===== config.mk =====
export PLATFORM = sky130hd
export DESIGN_NAME = nibcmd_regfile
export DESIGN_NICKNAME = d
export VERILOG_FILES = /design/src/rtl/nibcmd_pkg.sv /design/src/rtl/nibcmd_decode.sv /design/src/rtl/nibcmd_regs.sv /design/src/rtl/nibcmd_issue.sv /design/src/rtl/nibcmd_rbmux.sv /design/src/rtl/nibcmd_regfile.sv
export SDC_FILE = /design/constraint.sdc
export NUM_CORES = 1
export LEC_CHECK = 0
export BUFFER_PORTS_ARGS = -buffer_cell sky130_fd_sc_hd__buf_4
export CAP_MARGIN = 20
export CORE_MARGIN = 2
export CORE_UTILIZATION = 52
export CTS_CLUSTER_SIZE = 12
export DETAILED_ROUTE_END_ITERATION = 10
export PLACE_DENSITY_LB_ADDON = 0.2
export SYNTH_ARGS = -nofsm -noshare
export SYNTH_HDL_FRONTEND = slang
export SYNTH_SLANG_ARGS = --single-unit

===== constraint.sdc =====
create_clock -name clk -period 2.3 [get_ports clk]
set_input_delay 0.345 -clock clk [delete_from_list [all_inputs] [get_ports clk]]
set_output_delay 0.345 -clock clk [all_outputs]
set_load 0.01 [all_outputs]

===== src/rtl/nibcmd_pkg.sv =====
package nibcmd_pkg;
  localparam int SLOT_BITS = 4;

  localparam logic [SLOT_BITS-1:0] SLOT_HOLD0  = 4'd0;
  localparam logic [SLOT_BITS-1:0] SLOT_HOLD1  = 4'd1;
  localparam logic [SLOT_BITS-1:0] SLOT_HOLD2  = 4'd2;
  localparam logic [SLOT_BITS-1:0] SLOT_HOLD3  = 4'd3;
  localparam logic [SLOT_BITS-1:0] SLOT_EA0    = 4'd6;
  localparam logic [SLOT_BITS-1:0] SLOT_EA1    = 4'd7;
  localparam logic [SLOT_BITS-1:0] SLOT_PTR    = 4'd8;
  localparam logic [SLOT_BITS-1:0] SLOT_CMD    = 4'd9;
  localparam logic [SLOT_BITS-1:0] SLOT_ATIM   = 4'd10;
  localparam logic [SLOT_BITS-1:0] SLOT_ASEL   = 4'd11;
  localparam logic [SLOT_BITS-1:0] SLOT_REINIT = 4'd15;

  typedef enum logic [SLOT_BITS-1:0] {
    RB_HOLD_LO  = 4'd0,
    RB_HOLD_HI  = 4'd1,
    RB_CAL_PAIR = 4'd2,
    RB_CMD_PTR  = 4'd3,
    RB_ANALOG   = 4'd4,
    RB_EE_LO    = 4'd5,
    RB_EE_DATA  = 4'd6,
    RB_TEMP     = 4'd7,
    RB_BITCLK   = 4'd8,
    RB_ZERO     = 4'd9
  } rb_sel_e;

  localparam int NUM_OPS = 8;
endpackage


===== src/rtl/nibcmd_decode.sv =====
module nibcmd_decode #(
  parameter int NIB_W = 4
) (
  input  logic               byte_valid,
  input  logic [2*NIB_W-1:0] byte_data,
  output logic [(1<<NIB_W)-1:0] wr_en,
  output logic [NIB_W-1:0]   wr_nib
);
  localparam int SLOTS = 1 << NIB_W;

  logic [NIB_W-1:0] addr_nib;

  assign addr_nib = byte_data[NIB_W-1:0];
  assign wr_nib   = byte_data[2*NIB_W-1:NIB_W];

  for (genvar k = 0; k < SLOTS; k++) begin : g_slot
    assign wr_en[k] = byte_valid && (addr_nib == NIB_W'(k));
  end
endmodule


===== src/rtl/nibcmd_regs.sv =====
module nibcmd_regs #(
  parameter int NIB_W     = 4,
  parameter int HOLD_NIBS = 4
) (
  input  logic                        clk,
  input  logic                        rst_n,
  input  logic [(1<<NIB_W)-1:0]       wr_en,
  input  logic [NIB_W-1:0]            wr_nib,
  input  logic                        word_ld,
  input  logic [NIB_W*HOLD_NIBS-1:0]  word_in,
  input  logic                        low_ld,
  input  logic [2*NIB_W-1:0]          low_in,
  output logic [NIB_W*HOLD_NIBS-1:0]  hold_q,
  output logic [NIB_W-1:0]            ea0_q,
  output logic [NIB_W-1:0]            ea1_q,
  output logic [NIB_W-1:0]            ptr_q,
  output logic [NIB_W-1:0]            cmd_q,
  output logic [NIB_W-1:0]            atim_q,
  output logic [NIB_W-1:0]            asel_q
);
  import nibcmd_pkg::*;

  localparam int LOW_NIBS = 2;

  logic [NIB_W-1:0] hold_r [HOLD_NIBS];
  logic [NIB_W-1:0] hold_d [HOLD_NIBS];

  for (genvar i = 0; i < HOLD_NIBS; i++) begin : g_hold
    always_comb begin
      hold_d[i] = hold_r[i];
      if (word_ld) begin
        hold_d[i] = word_in[i*NIB_W +: NIB_W];
      end
      if (low_ld && (i < LOW_NIBS)) begin
        hold_d[i] = low_in[(i%LOW_NIBS)*NIB_W +: NIB_W];
      end
      if (wr_en[i]) begin
        hold_d[i] = wr_nib;
      end
    end

    always_ff @(posedge clk or negedge rst_n) begin
      if (!rst_n) begin
        hold_r[i] <= '0;
      end else begin
        hold_r[i] <= hold_d[i];
      end
    end

    assign hold_q[i*NIB_W +: NIB_W] = hold_r[i];
  end

  logic [NIB_W-1:0] ea0_d, ea1_d, ptr_d, cmd_d, atim_d, asel_d;

  always_comb begin
    ea0_d  = ea0_q;
    ea1_d  = ea1_q;
    ptr_d  = ptr_q;
    cmd_d  = cmd_q;
    atim_d = atim_q;
    asel_d = asel_q;
    if (wr_en[SLOT_EA0])  ea0_d  = wr_nib;
    if (wr_en[SLOT_EA1])  ea1_d  = wr_nib;
    if (wr_en[SLOT_PTR])  ptr_d  = wr_nib;
    if (wr_en[SLOT_CMD])  cmd_d  = wr_nib;
    if (wr_en[SLOT_ATIM]) atim_d = wr_nib;
    if (wr_en[SLOT_ASEL]) asel_d = wr_nib;
  end

  always_ff @(posedge clk or negedge rst_n) begin
    if (!rst_n) begin
      ea0_q  <= '0;
      ea1_q  <= '0;
      ptr_q  <= '0;
      cmd_q  <= '0;
      atim_q <= '0;
      asel_q <= '0;
    end else begin
      ea0_q  <= ea0_d;
      ea1_q  <= ea1_d;
      ptr_q  <= ptr_d;
      cmd_q  <= cmd_d;
      atim_q <= atim_d;
      asel_q <= asel_d;
    end
  end
endmodule


===== src/rtl/nibcmd_issue.sv =====
module nibcmd_issue #(
  parameter int NIB_W   = 4,
  parameter int NUM_OPS = 8
) (
  input  logic             clk,
  input  logic             rst_n,
  input  logic             cmd_wr,
  input  logic [NIB_W-1:0] cmd_code,
  input  logic             busy,
  output logic             strobe
);
  logic code_ok;
  logic pend_q, pend_d;
  logic stb_d;

  assign code_ok = (int'(cmd_code) < NUM_OPS);

  always_comb begin
    pend_d = pend_q && busy;
    stb_d  = pend_q && !busy;
    if (cmd_wr) begin
      pend_d = code_ok && busy;
      stb_d  = code_ok && !busy;
    end
  end

  always_ff @(posedge clk or negedge rst_n) begin
    if (!rst_n) begin
      pend_q <= 1'b0;
      strobe <= 1'b0;
    end else begin
      pend_q <= pend_d;
      strobe <= stb_d;
    end
  end
endmodule


===== src/rtl/nibcmd_rbmux.sv =====
module nibcmd_rbmux #(
  parameter int           NIB_W     = 4,
  parameter int           HOLD_NIBS = 4,
  parameter logic [7:0]   CHECK_PAT = 8'hCA
) (
  input  logic [NIB_W-1:0]           sel,
  input  logic [NIB_W*HOLD_NIBS-1:0] hold,
  input  logic [NIB_W-1:0]           ea0,
  input  logic [NIB_W-1:0]           ea1,
  input  logic [NIB_W-1:0]           cmd,
  input  logic [NIB_W-1:0]           atim,
  input  logic [NIB_W-1:0]           asel,
  input  logic [2*NIB_W-1:0]         ee_rdata,
  input  logic [2*NIB_W-1:0]         temp_index,
  input  logic [2*NIB_W-1:0]         bit_clk,
  output logic [2*NIB_W-1:0]         rb_byte
);
  import nibcmd_pkg::*;

  localparam int BYTE_W = 2 * NIB_W;

  always_comb begin
    unique case (sel)
      RB_HOLD_LO:  rb_byte = hold[BYTE_W-1:0];
      RB_HOLD_HI:  rb_byte = hold[2*BYTE_W-1:BYTE_W];
      RB_CAL_PAIR: rb_byte = {ea0, ea0};
      RB_CMD_PTR:  rb_byte = {cmd, sel};
      RB_ANALOG:   rb_byte = {asel, atim};
      RB_EE_LO:    rb_byte = {ea1, ea0};
      RB_EE_DATA:  rb_byte = ee_rdata;
      RB_TEMP:     rb_byte = temp_index;
      RB_BITCLK:   rb_byte = bit_clk;
      RB_ZERO:     rb_byte = '0;
      default:     rb_byte = BYTE_W'(CHECK_PAT);
    endcase
  end
endmodule


===== src/rtl/nibcmd_regfile.sv =====
module nibcmd_regfile #(
  parameter int NIB_W     = 4,
  parameter int HOLD_NIBS = 4
) (
  input  logic                        clk,
  input  logic                        rst_n,
  input  logic                        byte_valid,
  input  logic [2*NIB_W-1:0]          byte_data,
  input  logic                        busy,
  input  logic                        cal_rsp_vld,
  input  logic [NIB_W*HOLD_NIBS-1:0]  cal_rdata,
  input  logic                        ee_rsp_vld,
  input  logic [2*NIB_W-1:0]          ee_rdata,
  input  logic [2*NIB_W-1:0]          temp_index,
  input  logic [2*NIB_W-1:0]          bit_clk,
  output logic                        exec_valid,
  output logic [NIB_W-1:0]            exec_op,
  output logic                        rx_reinit,
  output logic [NIB_W*HOLD_NIBS-1:0]  hold_q,
  output logic [NIB_W-1:0]            cal_addr,
  output logic [2*NIB_W+1:0]          ee_addr,
  output logic [NIB_W-1:0]            rb_ptr,
  output logic [NIB_W-1:0]            atim,
  output logic [NIB_W-1:0]            asel,
  output logic [2*NIB_W-1:0]          rb_byte
);
  import nibcmd_pkg::*;

  localparam int SLOTS = 1 << NIB_W;

  logic [SLOTS-1:0] wr_en;
  logic [NIB_W-1:0] wr_nib;
  logic [NIB_W-1:0] ea0_q, ea1_q, cmd_q;
  logic             reinit_d, reinit_q;

  nibcmd_decode #(.NIB_W(NIB_W)) u_dec (
    .byte_valid (byte_valid),
    .byte_data  (byte_data),
    .wr_en      (wr_en),
    .wr_nib     (wr_nib)
  );

  nibcmd_regs #(.NIB_W(NIB_W), .HOLD_NIBS(HOLD_NIBS)) u_regs (
    .clk     (clk),
    .rst_n   (rst_n),
    .wr_en   (wr_en),
    .wr_nib  (wr_nib),
    .word_ld (cal_rsp_vld),
    .word_in (cal_rdata),
    .low_ld  (ee_rsp_vld),
    .low_in  (ee_rdata),
    .hold_q  (hold_q),
    .ea0_q   (ea0_q),
    .ea1_q   (ea1_q),
    .ptr_q   (rb_ptr),
    .cmd_q   (cmd_q),
    .atim_q  (atim),
    .asel_q  (asel)
  );

  nibcmd_issue #(.NIB_W(NIB_W), .NUM_OPS(NUM_OPS)) u_issue (
    .clk      (clk),
    .rst_n    (rst_n),
    .cmd_wr   (wr_en[SLOT_CMD]),
    .cmd_code (wr_nib),
    .busy     (busy),
    .strobe   (exec_valid)
  );

  nibcmd_rbmux #(.NIB_W(NIB_W), .HOLD_NIBS(HOLD_NIBS)) u_rb (
    .sel        (rb_ptr),
    .hold       (hold_q),
    .ea0        (ea0_q),
    .ea1        (ea1_q),
    .cmd        (cmd_q),
    .atim       (atim),
    .asel       (asel),
    .ee_rdata   (ee_rdata),
    .temp_index (temp_index),
    .bit_clk    (bit_clk),
    .rb_byte    (rb_byte)
  );

  assign reinit_d = wr_en[SLOT_REINIT];

  always_ff @(posedge clk or negedge rst_n) begin
    if (!rst_n) begin
      reinit_q <= 1'b0;
    end else begin
      reinit_q <= reinit_d;
    end
  end

  assign rx_reinit = reinit_q;
  assign exec_op   = cmd_q;
  assign cal_addr  = ea0_q;
  assign ee_addr   = {rb_ptr[1:0], ea1_q, ea0_q};
endmodule


## Yosys cells after proc, flatten, opt, wreduce, memory -nomap -nowiden

Index checks and enable logic that the tools add are counted.

- Add/sub/neg operators: 0
- $mul: 0
- Div/mod/pow operators: 0
- Order comparisons: 1
- Equality and inequality tests: 19
- Shifts and indexed selects: 0
- Muxes and demuxes: 13
- Bitwise operators: 0
- Reductions and logical operators: 22

Operators with widths:

| operator | number |
|---|---|
| $pmux 8 s10 | 1 |
| $mux 4 | 10 |
| $eq 4x4->1 const B | 7 |
| $eq 4x3->1 const B | 6 |
| $eq 4x2->1 const B | 4 |
| $logic_and 1x1->1 | 15 |
| $eq 4x1->1 const B | 2 |
| $logic_not 4->1 | 2 |
| $reduce_bool 3->1 | 2 |
| $lt 4x4->1 const B | 1 |
| $reduce_bool 2->1 | 2 |
| $mux 1 | 2 |
| $logic_not 1->1 | 1 |

- Flip-flop bits (word level): 43
- Latch bits: 0
- RAM bits: 0
- Bits in read-only memories: 0
- Input bits: 54
- Output and inout port bits: 56
- Logic and storage cells: 68
- Memories kept: 0

## Longest topological paths before layout

Gate-level depths: netlist of run 1.

- Depth after elaboration: 3
- Depth in mapped cells: 6
- Gate-level depth less buffers: 4

## By module

A second synthesis of run 1 with hierarchy kept.

- Cell total of the unflattened synthesis: 281
- Area total of the unflattened synthesis: 2,786.4 µm²

Modules (own cells, without submodules):

| module | times used | cells each | area each (µm²) |
|---|---|---|---|
| nibcmd_regs | 1 | 128 | 1,735.4 |
| nibcmd_rbmux | 1 | 113 | 760.7 |
| nibcmd_decode | 1 | 27 | 147.6 |
| nibcmd_issue | 1 | 6 | 72.6 |
| nibcmd_regfile | 1 | 7 | 70.1 |

## Least setup slack after synthesis of run 1

Ideal clock, no wire load.

- Path type: register to output
- Start: reg u_regs.ptr_q[1]
- End: out rb_byte[4]
- Data arrival time: 1,457 ps
- Data required time: 1,955 ps
- Setup slack: 498 ps
- Stages on the path, launching flop included: 7
- Path buffers: 2
- Cell sequence: dfrtp_1 buf_2 clkbuf_1 a21oi_1 a2111oi_0 a21oi_1 o21ai_0

- Cells in the longest elaborated chain, start to end: 2
- Elaborated cells between the ends (all ways): 11

Ends and longest elaborated chain:

| element | RTL line | text |
|---|---|---|
| from (decl) | nibcmd_regs.sv:16 | `output logic [NIB_W-1:0] ptr_q,` |
| from (signal assigned) | nibcmd_regs.sv:81 | `ptr_q <= ptr_d;` |
| $eq 4x4->1, or another cell as far along | nibcmd_rbmux.sv:23 | `unique case (sel)` |
| $pmux 8 s10 (*) | nibcmd_rbmux.sv:23 |  |
| to (decl) | nibcmd_regfile.sv:25 | `output logic [2*NIB_W-1:0] rb_byte` |

Mark *: on every way between the ends. The rest lies on a longest branch, timed or not.

## Worst setup path in the final report of run 1

- Start: reg u_regs.ptr_q[1]
- End: out rb_byte[7]

The elaborated chain is that of the path after synthesis.

==> results of run 1 <==
## synthesized netlist by cell type (5+ instances only)
| cell | number | area share, % |
|---|---|---|
| nand3b_1 | 5 | 1.4 |
| nand3_1 | 9 | 1.7 |
| nand2_1 | 24 | 3.4 |
| nor2_1 | 19 | 2.7 |
| clkbuf_1 | 9 | 1.3 |
| buf_2 | 10 | 1.9 |
| mux2_2 | 23 | 9.7 |
| buf_4 | 6 | 1.7 |
| o21ai_0 | 23 | 4.3 |
| inv_1 | 5 | 0.71 |
| mux2i_1 | 19 | 7.1 |
| a21oi_1 | 17 | 3.2 |
| dfrtp_1 | 43 | 40 |
## state kept, by name, summed over array words and instances (netlist names)
signal and count:
u_regs.ptr_q 4, u_issue.pend_q 1, u_regs.atim_q 4, u_regs.ea0_q 4, u_regs.cmd_q 4, u_regs.hold_q 16, u_issue.strobe 1, u_regs.ea1_q 4
u_regs.asel_q 4, rx_reinit 1
## power groups by stage
stage	Sequential, W	Combinational, W	Clock, W
global route	0.00107	0.00144	0.000539
global placement	0.00106	0.00122	0
floorplan	0.00105	0.000669	0
CTS	0.00105	0.00125	0.000501
finish	0.00105	0.00132	0.000494
detailed placement	0.00107	0.00124	0
## cells in the final DEF (no fill, tap or decap), drive strengths merged, types with 6 or more instances in the layout
master and instances:
a21oi 17, buf 122, dfrtp 43, inv 6, mux2 27, mux2i 19, nand2 24, nand3 9
nor2 20, nor3 6, o21ai 23
## layer usage
metal	track usage (%)	part of all wire, %	vias to the layer above
met2	45.7	49	159
met5	0	0	-
met1	40.6	41	1240
met4	7.02	1.4	0
met3	4.89	8.5	11
li1	-	-	1206
## critical path, cell delays in order, from the launching register on
cell and delay [ns]:
dfrtp_2 0.54, buf_12 0.15, mux4_2 0.48, a211o_1 0.29
buf_4 0.15
## worst paths after layout
| check | depth (start not counted) | to |
|---|---|---|
| setup / recovery | 4 | rb_byte[7] |
| hold / removal | 1 | u_regs.hold_q[5]$_DFFE_PN0P_ |
| setup reg to reg | 2 | u_regs.ptr_q[2]$_DFFE_PN0P_ |
| hold reg to reg | 1 | u_regs.atim_q[3]$_DFFE_PN0P_ |
| max in group asynchronous | 1 | u_regs.ptr_q[1]$_DFFE_PN0P_ |
| min in group clk | 2 | u_issue.strobe$_DFF_PN0_ |
## timing repair
item | 4_1_cts | 5_1_grt
gates resized for setup | 1 | 10
setup endpoints to repair | 7 | 8
buffers inserted | 0 | 5
pin swaps | 0 | 2
gates cloned | 0 | 0
## cell families after synthesis
kind of cell	Yosys count	share of synthesized area [%]
AND/OR/NAND/NOR	84	16.9
multiplexers	48	20.3
flip-flops	43	40.5
buffers and inverters	33	6.11
AO/OA/AOI/OAI	67	16.3
## area by class of cell
class | count | area, um2
Clock buffer | 5 | 68.8
Clock inverter | 3 | 23.8
Fill cell | 421 | 1350
Inverter | 5 | 18.8
Multi-Input combinational cell | 199 | 1440
Sequential cell | 43 | 1080
Tap cell | 70 | 87.6
Timing Repair Buffer | 122 | 941
## through the flow
| stage | hold WS, ns | cells | setup slack (ns) |
|---|---|---|---|
| 6_report | 0.0248 | 447 | 0.0574 |
| 5_1_grt | 0.0608 | 447 | -0.0149 |
| 4_1_cts | 0.0395 | 442 | 0.0230 |
| 3_5_place_dp | 0.369 | 434 | 0.218 |
| 3_3_place_gp | 0.360 | 434 | 0.281 |
| 2_1_floorplan | 0.0494 | 275 | 0.498 |
==> flow_summary.ini, run 1 <==
[pwr]
p_leak_nw = 1.70
pwr-share-comb_pct = 46.1
internal-power_w = 0.00181
seqPwrFrac_pct = 36.7
powerDensity_nw_per_um2 = 785
swShare_pct = 37.1
ir_drop_v = 0.000562
finalPower_w = 0.00287
p_switching_w = 0.00107
clkPwrFrac_pct = 17.2

[clock_network]
cts_sinks = 43
clockBufferDepth = 2
clk_latency_ns = 0.29
cts_root_buffer = clkbuf_8
h-tree-depth = 2
cts_tree = yes
cts_hold_buffers = 0
path_clk_slew_ns = 0.09
cts_inserted_buffers = 5

[critical_path]
critical_path_required_ns = 1.96
reg2reg_from = u_regs.ptr_q[2]$_DFFE_PN0P_
cp.arrival_ns = 1.90
startpoint_type = flop
path_max_fanout = 13
rrSetupSlack_ns = 1.25
crit_path_start = u_regs.ptr_q[1]$_DFFE_PN0P_
cp-end-kind = primary output
worstSetupPathType = reg -> out

[synth]
synth_fp_nets = 329
synth_area_per_cell_um2 = 9.67
synth_seq_cells = 43
synthArstFlopShare_pct = 100
seq_area_frac_synth_pct = 40.5
synth_edf_count = 0
syn_area_um2 = 2660
syn_inst = 275
synth_flop_cell = dfrtp_1
synth.distinct_cells = 47
yosysWarnings = 0

[routing]
postRouteAntennaNets = 0
drcViolationCount = 0
first_iter_violations = 325
vias = 2616
routedWlPerCell_um = 18.1
via_per_inst = 5.85
wl_um = 8070
firstDrtPassIters = 7

[cells_and_area]
area_growth_pct = 37.5
nets = 430
final_area_um2 = 3660
n_antenna_cell = 0
fin_util_pct = 73.0
final_layout_size_suffix_gt1_share_pct = 45.1

[global_route]
grt_pass1_wl_um = 12100
first_global_vias = 2322
grt_max_degree = 44
grt_util_all_layers_pct = 28.5
grt_overflow = 0
antenna_found_initial = 0

[sta]
fin_skew_ns = 0.000101
tightest_slew_ns = 0.557
max_slew_margin_pct = 62.9
period_needed_ns = 2.24
timing.final.crit_share_pct = 97.5
hold_viol_final = 0
fmax_ghz = 0.446
fin_tns_setup_ns = 0
finalSetupViolations = 0
drv_slew = 0

[floorplan]
die_y_um = 75.5
initial_core_util_pct = 53.1
die_area_um2 = 5700
die_w_um = 75.5
rows = 26
core_area_um2 = 5010
ios = 110

[min_path]
min_path_type = in -> async

[placed_design]
dp.final_hpwl_um = 5990
place.gp.congestion = 1.00
port_buffers = 109
detailed_place.area_um2 = 3490

[run]
max-cap-violations = 0

[outcome]
outcome = finished, final reports clean
Note: power is estimated with default switching activity, not from simulation.
==> run 2: changes to the inputs <==
Settings changed: CORE_UTILIZATION 52 to 49, SYNTH_HIERARCHICAL set to 1.
Clock period 2.3 ns to 2.25 ns, I/O delays scaled along.
==> flow_summary.ini, run 2 <==
[outcome]
outcome = finished, final reports clean

[critical_path]
path_max_fanout = 11
startpoint_type = flop
critPathSlowestCell = dfrtp_1
critical_path_required_ns = 1.91
rrSetupSlack_ns = 1.16
crit_path_start = u_regs/ptr_q[0]$_DFFE_PN0P_
critical_path_buf_inv_count = 2
reg2reg_depth = 2
max_stage_delay_ns = 0.38
reg2reg_from = u_regs/ptr_q[3]$_DFFE_PN0P_
cp.arrival_ns = 1.86
cp-end-kind = primary output
cpLargestDelayFamily = compound AO/OA/AOI/OAI gates
worstSetupPathType = reg -> out
timing.rr.end = u_regs/ptr_q[3]$_DFFE_PN0P_
worstPathCellList = buf_4 > and2_4 > mux2_4 > a221oi_4 > o22ai_1 > buf_4
critPathMostFrequentCell = buf_4

[clock_network]
cts_root_buffer = clkbuf_8
cts_inserted_buffers = 5
cts_tree = yes
cts_hold_buffers = 0
cts_sinks = 43
clk_latency_ns = 0.29
clockBufferDepth = 2
h-tree-depth = 2
path_clk_slew_ns = 0.08

[synth]
synth_area_per_cell_um2 = 10.0
synth_fp_nets = 330
syn_inst = 276
syn_area_um2 = 2770
yosysWarnings = 6

[floorplan]
die_area_um2 = 6260
die_w_um = 79.1
rows = 27
initial_core_util_pct = 50.5
core_area_um2 = 5470
ios = 110
die_y_um = 79.1

[placed_design]
dp.final_hpwl_um = 6420
port_buffers = 109
place.gp.congestion = 1.04
detailed_place.area_um2 = 3520

[sta]
fin_tns_setup_ns = 0
max_slew_margin_pct = 54.7
timing.final.crit_share_pct = 97.8
fin_skew_ns = 0.000417
period_needed_ns = 2.20
tightest_slew_ns = 0.674
fmax_ghz = 0.455
hold-worst-slack_ns = 0.0320
finalSetupViolations = 0
drv_slew = 0
hold_viol_final = 0

[global_route]
first_global_vias = 2443
grt_overflow = 0
grt_pass1_wl_um = 12900
antenna_found_initial = 0
grt_util_all_layers_pct = 27.3
grt_max_degree = 44

[cells_and_area]
final_common_cell = buf_4
final_cell_mix = 116 x buf_4, 40 x dfrtp_1, 29 x mux2i_1, 26 x nand2_1, 25 x mux2_2
area_growth_pct = 31.8
n_antenna_cell = 0
fillerInstances = 484
seq_area_um2 = 1080
multiInputGateArea_um2 = 1470
largest_reg_flops = 16
final_layout_size_suffix_gt1_share_pct = 44.6
final_area_um2 = 3640
nets = 427

[routing]
vias = 2591
firstDrtPassIters = 5
wl_um = 8590
drcViolationCount = 0
routedWlPerCell_um = 19.3
via_per_inst = 5.84
postRouteAntennaNets = 0
first_iter_violations = 335

[pwr]
p_leak_nw = 1.67
powerDensity_nw_per_um2 = 801
ir_drop_v = 0.000445

[run]
max-cap-violations = 0

[min_path]
min_path_type = in -> async
[run 2: how the worst max path moves through the flow]
stage / to / slack (ns) / cells after the start
final: rb_byte[2] / 0.05 / 6
after global routing: rb_byte[2] / -0.0008 / 6
after CTS: rb_byte[5] / 0.03 / 6
after detailed placement: rb_byte[6] / 0.27 / 6
after global placement: rb_byte[5] / 0.28 / 5
after floorplan: rb_byte[7] / 0.53 / 5
[run 2: per-stage QoR]
step           total power (W)  worst slack (ns)  cells  util (%)
2_1_floorplan          0.00184             0.527    276         -
6_report               0.00292            0.0503    444      66.6
3_5_place_dp           0.00240             0.268    437      64.4
5_1_grt                0.00308         -0.000847    444      66.6
3_3_place_gp           0.00237             0.281    437      64.4
4_1_cts                0.00286            0.0313    443      65.9
[run 2: layout make-up]
| class | instances | share of cell area [%] |
|---|---|---|
| flip-flops and latches | 43 | 29.6 |
| clock buffers | 5 | 1.89 |
| clock inverters | 1 | 0.206 |
| well taps | 72 | 2.47 |
| inverters | 6 | 0.618 |
| multi-input cells | 199 | 40.4 |
| repair buffers | 118 | 24.8 |
[run 2: layer usage]
layer / GRT usage, % / vias up / share of wire [%]
met4: 10.7 / 0 / 3.4
met5: 0 / - / 0
met3: 5.34 / 26 / 7.1
met1: 36.0 / 1230 / 41
li1: - / 1189 / -
met2: 44.4 / 146 / 48
[run 2: power breakdown]
group / total [W] / leakage, nW / internal, W / switching (W)
combinational: 0.00138 / 1.12 / 0.000712 / 0.000672
clock: 0.000463 / 0.0361 / 0.000206 / 0.000257
sequential: 0.00107 / 0.516 / 0.000908 / 0.000162
[run 2: repair_timing]
item / 4_1_cts / 5_1_grt
pin swaps: 0 / 1
endpoints found under the setup margin: 4 / 5
setup buffers: 0 / 1
gates resized for setup: 2 / 8
==> run 3: changes to the inputs <==
Settings changed: BUFFER_PORTS_ARGS -buffer_cell sky130_fd_sc_hd__buf_4 to unset, CORE_UTILIZATION 49 to 60, DONT_BUFFER_PORTS set to 1.
==> flow_summary.ini, run 3 (synthesized netlist as in run 2, its figures left out) <==
[cells_and_area]
final_layout_size_suffix_gt1_share_pct = 22.1
area_growth_pct = 4.62
final_cell_mix = 40 x dfrtp_1, 29 x mux2i_1, 26 x nand2_1, 25 x mux2_2, 21 x nor2_1
fin_util_pct = 66.0
final_common_cell = dfrtp_1
n_antenna_cell = 0
nets = 324
fillerInstances = 384
largest_reg_flops = 16

[critical_path]
cp-end-kind = primary output
worstSetupPathType = reg -> out
path_max_fanout = 16
critical_path_required_ns = 1.91
startpoint_type = flop
cp.arrival_ns = 1.77

[min_path]
min_path_type = in -> reg

[global_route]
first_global_vias = 2152
grt_overflow = 0
grt_max_degree = 44
antenna_found_initial = 0
grt_pass1_wl_um = 11700
grt_util_all_layers_pct = 30.4

[routing]
drcViolationCount = 0
postRouteAntennaNets = 0
vias = 2191
wl_um = 7640
first_iter_violations = 200
via_per_inst = 6.78
routedWlPerCell_um = 23.7
firstDrtPassIters = 4

[floorplan]
core_area_um2 = 4380
initial_core_util_pct = 63.1
ios = 110
die_area_um2 = 5170
die_w_um = 71.9
die_y_um = 71.9
rows = 24

[sta]
max_slew_margin_pct = 60.1
drv_slew = 0
fin_skew_ns = 0.000200
hold_viol_final = 0
fmax_ghz = 0.475
tightest_slew_ns = 0.594
grt_setup_unrepaired = false
timing.final.ws_setup_ns = 0.145
period_needed_ns = 2.10
finalSetupViolations = 0
timing.final.crit_share_pct = 93.5
fin_tns_setup_ns = 0

[pwr]
powerDensity_nw_per_um2 = 945
ir_drop_v = 0.000646
p_leak_nw = 1.20

[placed_design]
dp.final_hpwl_um = 5630
pre_cts_ws_ns = 0.352
port_buffers = 0
place.gp.congestion = 0.950

[clock_network]
h-tree-depth = 2
clockBufferDepth = 2
cts_inserted_buffers = 5
clk_latency_ns = 0.29
post_cts_buffers = 0
cts_tree = yes
cts_root_buffer = clkbuf_8
cts_sinks = 43
path_clk_slew_ns = 0.08

[outcome]
outcome = finished, final reports clean

[run]
max-cap-violations = 0
[run 3: cell types whose count changed in the layout (fill, tap and decap cells not counted), sizes merged]
cell / previous run / this run
clkbuf: 5 / 6
clkinvlp: 1 / 0
dlygate4sd3: 0 / 1
bufinv: 0 / 2
buf: 118 / 14
[run 3: metal layers]
layer  wire length (um)  part of all wire, %  GRT usage, %
met1               2990                   39          39.4
met2               3630                   48          45.8
met3                831                   11          12.4
met4                187                  2.4          11.9
met5                  0                    0             0
[run 3: critical path, cell delays in order (launching register included)]
cell and delay, ns:
dfrtp_2 0.53, nor2b_1 0.17, buf_4 0.17, nand2_1 0.06, o21ai_1 0.06, a2111o_1 0.47
[run 3: final cells by class]
type	count	area [um2]	area share, %
Inverter	6	22.5	0.779
Sequential cell	43	1080	37.3
Clock inverter	2	60.1	2.08
Clock buffer	6	72.6	2.51
Timing Repair Buffer	15	148	5.10
Tap cell	52	65.1	2.25
Multi-Input combinational cell	199	1450	50.0
[run 3: per-stage QoR]
stage	cells	power (W)	hold slack, ns	instance area, um2
after global placement	313	0.00198	0.0432	2720
final	323	0.00273	0.0957	2890
after CTS	323	0.00272	0.0935	2890
after floorplan	276	0.00184	0.0419	2770
after global routing	323	0.00286	0.0838	2890
after detailed placement	313	0.00199	0.0429	2720
[run 3: power by group]
group          switching [W]  internal (W)
clock network       0.000271      0.000444
logic               0.000452      0.000403
registers           0.000258      0.000907
total               0.000981       0.00175
[run 3: path summary, 6_finish.rpt]
check | cells past startpoint | slack, ns | start | end
min in group asynchronous | 2 | 0.58 | rst_n | u_regs/atim_q[0]$_DFFE_PN0P_
worst min register to register | 2 | 0.59 | u_issue/pend_q$_DFF_PN0_ | u_issue/strobe$_DFF_PN0_
worst max register to register | 2 | 1.13 | u_regs/ptr_q[0]$_DFFE_PN0P_ | u_regs/ptr_q[0]$_DFFE_PN0P_
worst min-delay path | 1 | 0.1 | busy | u_issue/strobe$_DFF_PN0_
max in group asynchronous | 2 | 1.47 | rst_n | u_regs/ptr_q[1]$_DFFE_PN0P_
worst max-delay path | 5 | 0.15 | u_regs/ptr_q[0]$_DFFE_PN0P_ | rb_byte[7]
[run 3: repair_timing]
action	4_1_cts	5_1_grt
hold buffers	2	0
gates resized for setup	0	3
endpoints found under the setup margin	0	5
endpoints found under the hold margin	43	0
